`src/rtl/dtic_pkg.sv`:
```
package dtic_pkg;
  // byte distance between the register pairs of consecutive targets
  localparam int unsigned TGT_STRIDE = 8;
  // byte offset of the enable register inside a target's pair
  localparam int unsigned EN_OFS     = 4;

  typedef enum logic [1:0] {
    SEL_NONE = 2'd0,
    SEL_PEND = 2'd1,
    SEL_EN   = 2'd2
  } reg_sel_e;
endpackage

```
`src/rtl/dtic_regif.sv`:
```
module dtic_regif #(
  parameter int unsigned NTGT   = 2,
  parameter int unsigned NSRC   = 32,
  parameter int unsigned ADDR_W = 5
) (
  input  logic                       clk,
  input  logic                       rst,
  input  logic [ADDR_W-1:0]          addr,
  input  logic                       we,
  input  logic [NTGT-1:0][NSRC-1:0]  pend_vals,
  input  logic [NTGT-1:0][NSRC-1:0]  en_vals,
  output logic [NTGT-1:0]            ack_we,
  output logic [NTGT-1:0]            en_we,
  output logic [NSRC-1:0]            rdata_q
);
  import dtic_pkg::*;

  logic [NTGT-1:0] hit_pend;
  logic [NTGT-1:0] hit_en;
  logic [NSRC-1:0] rd_mux;
  logic            any_hit;

  for (genvar t = 0; t < NTGT; t++) begin : g_dec
    localparam int unsigned PEND_ADDR = t * TGT_STRIDE;
    localparam int unsigned EN_ADDR   = t * TGT_STRIDE + EN_OFS;
    assign hit_pend[t] = (addr == ADDR_W'(PEND_ADDR));
    assign hit_en[t]   = (addr == ADDR_W'(EN_ADDR));
    assign ack_we[t]   = we & hit_pend[t];
    assign en_we[t]    = we & hit_en[t];
  end

  assign any_hit = (|hit_pend) | (|hit_en);

  always_comb begin
    rd_mux = '0;
    for (int t = 0; t < NTGT; t++) begin
      if (hit_pend[t]) rd_mux = rd_mux | pend_vals[t];
      if (hit_en[t])   rd_mux = rd_mux | en_vals[t];
    end
  end

  always_ff @(posedge clk) begin
    if (rst) rdata_q <= '0;
    else     rdata_q <= rd_mux;
  end


  one_strobe_chk: assert property (@(posedge clk) disable iff (rst)
    $onehot0({ack_we, en_we}));


  unmapped_wr_chk: assert property (@(posedge clk) disable iff (rst)
    (we && !any_hit) |-> ({ack_we, en_we} == '0));


  unmapped_rd_chk: assert property (@(posedge clk) disable iff (rst)
    (!any_hit) |=> (rdata_q == '0));
endmodule

```
`src/rtl/dtic_target_bank.sv`:
```
module dtic_target_bank #(
  parameter int unsigned NSRC = 32
) (
  input  logic            clk,
  input  logic            rst,
  input  logic [NSRC-1:0] src_req,
  input  logic            ack_we,
  input  logic            en_we,
  input  logic [NSRC-1:0] wdata,
  output logic [NSRC-1:0] pend_q,
  output logic [NSRC-1:0] en_q,
  output logic            irq_q
);
  logic [NSRC-1:0] ack_bits;
  logic [NSRC-1:0] pend_d;
  logic [NSRC-1:0] live;

  assign ack_bits = ack_we ? wdata : '0;
  // a request in the acknowledge cycle overrides the clear
  assign pend_d   = (pend_q & ~ack_bits) | src_req;
  assign live     = pend_q & en_q;

  always_ff @(posedge clk) begin
    if (rst) begin
      pend_q <= '0;
      en_q   <= '0;
      irq_q  <= 1'b0;
    end else begin
      pend_q <= pend_d;
      if (en_we) en_q <= wdata;
      irq_q <= |live;
    end
  end


  src_latch_chk: assert property (@(posedge clk) disable iff (rst)
    (|src_req) |=> ((pend_q & $past(src_req)) == $past(src_req)));


  ack_clear_chk: assert property (@(posedge clk) disable iff (rst)
    (ack_we && src_req == '0) |=> ((pend_q & $past(wdata)) == '0));


  en_write_chk: assert property (@(posedge clk) disable iff (rst)
    en_we |=> (en_q == $past(wdata)));


  irq_quiet_chk: assert property (@(posedge clk) disable iff (rst)
    (en_q == '0) |=> !irq_q);


  reset_clear_chk: assert property (@(posedge clk)
    rst |=> (pend_q == '0 && en_q == '0 && !irq_q));
endmodule

```
`src/rtl/dual_target_irq_ctrl.sv`:
```
module dual_target_irq_ctrl #(
  parameter int unsigned NSRC   = 32,
  parameter int unsigned NTGT   = 2,
  parameter int unsigned ADDR_W = 5
) (
  input  logic              clk,
  input  logic              rst,
  input  logic [NSRC-1:0]   src_req,
  input  logic [ADDR_W-1:0] reg_addr,
  input  logic              reg_we,
  input  logic [NSRC-1:0]   reg_wdata,
  output logic [NSRC-1:0]   reg_rdata,
  output logic [NTGT-1:0]   irq_out
);
  logic [NTGT-1:0][NSRC-1:0] pend_all;
  logic [NTGT-1:0][NSRC-1:0] en_all;
  logic [NTGT-1:0]           ack_we;
  logic [NTGT-1:0]           en_we;

  dtic_regif #(
    .NTGT   (NTGT),
    .NSRC   (NSRC),
    .ADDR_W (ADDR_W)
  ) u_regif (
    .clk       (clk),
    .rst       (rst),
    .addr      (reg_addr),
    .we        (reg_we),
    .pend_vals (pend_all),
    .en_vals   (en_all),
    .ack_we    (ack_we),
    .en_we     (en_we),
    .rdata_q   (reg_rdata)
  );

  for (genvar t = 0; t < NTGT; t++) begin : g_tgt
    dtic_target_bank #(
      .NSRC (NSRC)
    ) u_bank (
      .clk     (clk),
      .rst     (rst),
      .src_req (src_req),
      .ack_we  (ack_we[t]),
      .en_we   (en_we[t]),
      .wdata   (reg_wdata),
      .pend_q  (pend_all[t]),
      .en_q    (en_all[t]),
      .irq_q   (irq_out[t])
    );
  end


  rdata_reset_chk: assert property (@(posedge clk)
    rst |=> (reg_rdata == '0 && irq_out == '0));
endmodule

```
`config.mk`:
```
export PLATFORM = sky130hd
export DESIGN_NAME = dual_target_irq_ctrl
export DESIGN_NICKNAME = d
export VERILOG_FILES = /design/src/rtl/dtic_pkg.sv /design/src/rtl/dtic_regif.sv /design/src/rtl/dtic_target_bank.sv /design/src/rtl/dual_target_irq_ctrl.sv
export SDC_FILE = /design/constraint.sdc
export NUM_CORES = 1
export LEC_CHECK = 0
export ABC_CLOCK_PERIOD_IN_PS = 4600
export BUFFER_PORTS_ARGS = -buffer_cell sky130_fd_sc_hd__clkbuf_2
export CORE_UTILIZATION = 55
export CTS_CLUSTER_SIZE = 8
export DETAILED_ROUTE_END_ITERATION = 8
export PLACE_DENSITY_LB_ADDON = 0.05
export SLEW_MARGIN = 10
export SYNTH_ARGS = -nofsm -noshare
export SYNTH_HDL_FRONTEND = slang
export SYNTH_HIERARCHICAL = 1
export SYNTH_SLANG_ARGS = --single-unit
```
`constraint.sdc`:
```
create_clock -name clk -period 4.6 [get_ports clk]
set_input_delay 0.69 -clock clk [delete_from_list [all_inputs] [get_ports clk]]
set_output_delay 0.69 -clock clk [all_outputs]
set_load 0.02 [all_outputs]
```
==> summary.md <==
The checks that failed: DRC. In this run the clock root is driven by a sky130_fd_sc_hd__clkbuf_16. The synthesized instance count came out at 709. Setup repair after global routing left no endpoint under its margin. Dividing the detail-routed wire length by the instance count gives 17.36 um. The congestion estimate from routability-driven global placement came to 0.8221.

Initial antenna violation count: 0. Static timing analysis puts the maximum clock frequency at 0.3955 GHz. The die width works out to 111.7 um. CTS saw 162 sinks.

The time the final worst path needs with I/O delays and setup was 2529 ps; the number of max-slew violations in the final report was 0. The sort of element at the end of the critical path was a flop. The synthesized netlist net count was 781. At the worst endpoint, the arrival time is 2790 ps. The share of synthesized flip-flops with an asynchronous set or reset was 0. Antenna cell count: 0.

In the final timing run, aggregate negative setup slack is 0 ps. The run gives 106 as the number of top-level pins. The worst setup path is launched from an input pin. The biggest area contributor in the post-synthesis netlist is sky130_fd_sc_hd__dfxtp_1. The tools report the number of instances resized during post-cts repair as 0. The growth of design area from synthesis to finish came out at 17.44%. In this run the post-CTS setup repair buffer count came out at 0. The detailed router placed 5420 vias in this run. The half-perimeter wire length of the detailed placement result was 10850 um; the slew at the pin closest to its max-slew limit was 1086 ps.

The height of the die is 111.7 um, and the mean instance size in the synthesized netlist is 9.339 um2. The post-layout net count was 870. IR analysis of the VDD net gives a maximum drop of 0.0003088 V. Counting instances in the post-synthesis netlist gives the leading cell types as sky130_fd_sc_hd__nor2_1 (164), sky130_fd_sc_hd__dfxtp_1 (162), sky130_fd_sc_hd__mux2i_1 (128). The routed design uses 839 um of met3 wire. Entering global routing, the biggest net connects 106 pins. The initial standard-cell utilization of the core is 0.5725, and the number of enable-type register cells in the synthesized netlist is 0. The run finished, with violations left. The most common cell in the synthesized netlist is sky130_fd_sc_hd__nor2_1.

Leakage dissipation: 3.091 nW. The later pin in the worst-skew pair is clocked with a latency of 420 ps. The worst endpoint required time came out at 4870 ps.

The run gives 0.2758 as the worst-case headroom to the max-slew limit. In this run the tool buffered the top-level ports with 105 buffer cells. After detailed routing, the total wire length is 16540 um. The tools report the area of the core as 0.01156 mm2. Counting the fill cells in the layout gives 948. At the placement stage, the worst setup path has a slack of 1641 ps. Among all flip-flop cells after synthesis, the most frequent one is sky130_fd_sc_hd__dfxtp_1. For this design the ratio of total power to cell area is 402.0 mW/mm2.

The number of different library cells used by synthesis comes to 21. The sequential share of the synthesized area came out at 0.4898. The met1 wire length was 7476 um. The number of CTS-inserted buffers was 17. Before antenna repair, the detailed router went through 7 iterations. For the clock tree skew after final layout, the log shows 6.197 ps. The count of antenna-violating nets left after detailed routing is 0, and the final worst slack is 2071 ps. The ratio of cells with drive above 1 in the final layout is 0.1938. The max-cap violation count is 0, and the maximum number of buffers from clock root to sink is 2.

Detailed routing placed a total of 7970 um of wire on met2. The tools report the via count of the first global-routing pass as 5103. The share of the cycle needed by the critical path after routing is 0.5497. The total overflow left after global routing is 0.

The floorplan step defined a die boundary enclosing 0.01248 mm2. In this run, the number of DRC markers left after iteration 0 of detailed routing was 446. The global-route wire length before repair is 26470 um. The clock slew seen by the registers of the worst setup and hold paths came out at 60 ps. Type of the worst setup path: in -> reg. In this run the core area contains 39 standard-cell rows. The cell area that synthesis handed to floorplanning was 0.006621 mm2. The overall track demand over capacity in global routing was 0.2737; the count of endpoints failing setup in the final report was 0. In the post-synthesis netlist, the biggest area contributors are sky130_fd_sc_hd__dfxtp_1 (49%), sky130_fd_sc_hd__mux2i_1 (19%), sky130_fd_sc_hd__nor2_1 (9.3%). CTS built an H-tree with a depth of 4. For this run, the number of Yosys warnings is 6. For this run, design rule violations remaining after detail routing come to 7. The area share of the largest cell type after synthesis is 0.4898. In the routed layout, each cell is associated on average with a via count of 5.687. The top routing layer in use was met4. The final count of hold timing violations was 0; the number of storage elements in the synthesis netlist was 162. TritonCTS built the clock tree. Hold repair after CTS inserted 0 buffers. The worst hold path belongs to the class in -> reg. In this run the worst path has a maximum fanout of 19.
## power breakdown
group / total, W / internal (W) / switching [W]
sequential: 0.00149 / 0.00145 / 0.0000393
clock: 0.00143 / 0.000891 / 0.000541
combinational: 0.000202 / 0.0000844 / 0.000118
## final timing paths
check,slack [ps],cells past startpoint,startpoint,to
hold / removal,490,3,src_req[6],g_tgt[0].u_bank/pend_q[6]$_SDFF_PP0_
hold reg to reg,520,2,g_tgt[0].u_bank/pend_q[25]$_SDFF_PP0_,g_tgt[0].u_bank/pend_q[25]$_SDFF_PP0_
setup reg to reg,3120,3,g_tgt[1].u_bank/pend_q[15]$_SDFF_PP0_,g_tgt[1].u_bank/irq_q$_SDFF_PP0_
setup / recovery,2070,6,reg_addr[1],g_tgt[0].u_bank/en_q[7]$_SDFFE_PP0P_
## sequential cells by signal (all words and copies together) (netlist names)
name / count
g_tgt.u_bank/pend_q: 64
g_tgt.u_bank/irq_q: 2
u_regif/rdata_q: 32
g_tgt.u_bank/en_q: 64
## kinds of logic after synthesis
group                  Yosys count  share of synthesized area
buffers and inverters           49                    0.04176
DFF                            162                     0.4898
and+or+nand+nor                240                     0.1410
muxes                          128                     0.1935
AOI/OAI and AO/OA              130                     0.1340
## cell type report
cell class	instances	area, um2	share of cell area
flip-flops and latches	162	3243	0.4171
multi-input cells	498	3122	0.4014
repair buffers	117	620.6	0.07981
clock buffers	22	474.2	0.06098
well taps	143	178.9	0.02301
clock inverters	9	130.1	0.01673
inverters	2	7.507	0.0009654
## worst max-delay path: stages
cell	delay, ps
sky130_fd_sc_hd__clkbuf_2	80
sky130_fd_sc_hd__or4_1	730
sky130_fd_sc_hd__nor2_4	720
sky130_fd_sc_hd__buf_4	310
sky130_fd_sc_hd__mux2i_1	200
sky130_fd_sc_hd__nor2_1	60
## stage by stage
stage            util  power (W)  instance area [um2]  hold WS (ps)  cells
2_1_floorplan       -   0.001635                 6621         473.2    709
3_3_place_gp   0.6201   0.001713                 7172         492.0    922
3_5_place_dp   0.6201   0.001720                 7172         500.3    922
4_1_cts        0.6724   0.003144                 7776         481.7    953
5_1_grt        0.6724   0.003238                 7776         489.4    953
6_report       0.6724   0.003126                 7776         491.9    953
## placed cells by master, fill, tap and decap left out
master                       synthesis  routed
sky130_fd_sc_hd__a21oi_1            64      64
sky130_fd_sc_hd__a22oi_1            28      28
sky130_fd_sc_hd__a22oi_2             4       4
sky130_fd_sc_hd__buf_4               7      14
sky130_fd_sc_hd__bufinv_16           0       3
sky130_fd_sc_hd__clkbuf_1           12       2
sky130_fd_sc_hd__clkbuf_16           0      17
sky130_fd_sc_hd__clkbuf_2            0     103
sky130_fd_sc_hd__clkbuf_8            0       3
sky130_fd_sc_hd__clkinv_2            0       2
sky130_fd_sc_hd__clkinvlp_4          0       4
sky130_fd_sc_hd__dfxtp_1           162     162
sky130_fd_sc_hd__inv_1               2       2
sky130_fd_sc_hd__mux2i_1           128     128
sky130_fd_sc_hd__nand2_1            65      65
sky130_fd_sc_hd__nand2b_1            1       1
sky130_fd_sc_hd__nand4_1             8       8
sky130_fd_sc_hd__nor2_1            164     160
sky130_fd_sc_hd__nor2_2              0       2
sky130_fd_sc_hd__nor2_4              0       2
sky130_fd_sc_hd__o22a_1             29      29
sky130_fd_sc_hd__o22a_2              3       3
sky130_fd_sc_hd__o41a_1              2       2
sky130_fd_sc_hd__or4_1               1       1
sky130_fd_sc_hd__or4b_1              1       1
## layer usage
layer	vias to the layer above	GRT usage
met5	-	0
met4	0	0.08378
met3	21	0.06696
met2	148	0.4369
met1	2614	0.3660
li1	2637	-
(Power assumes the default switching activity.)
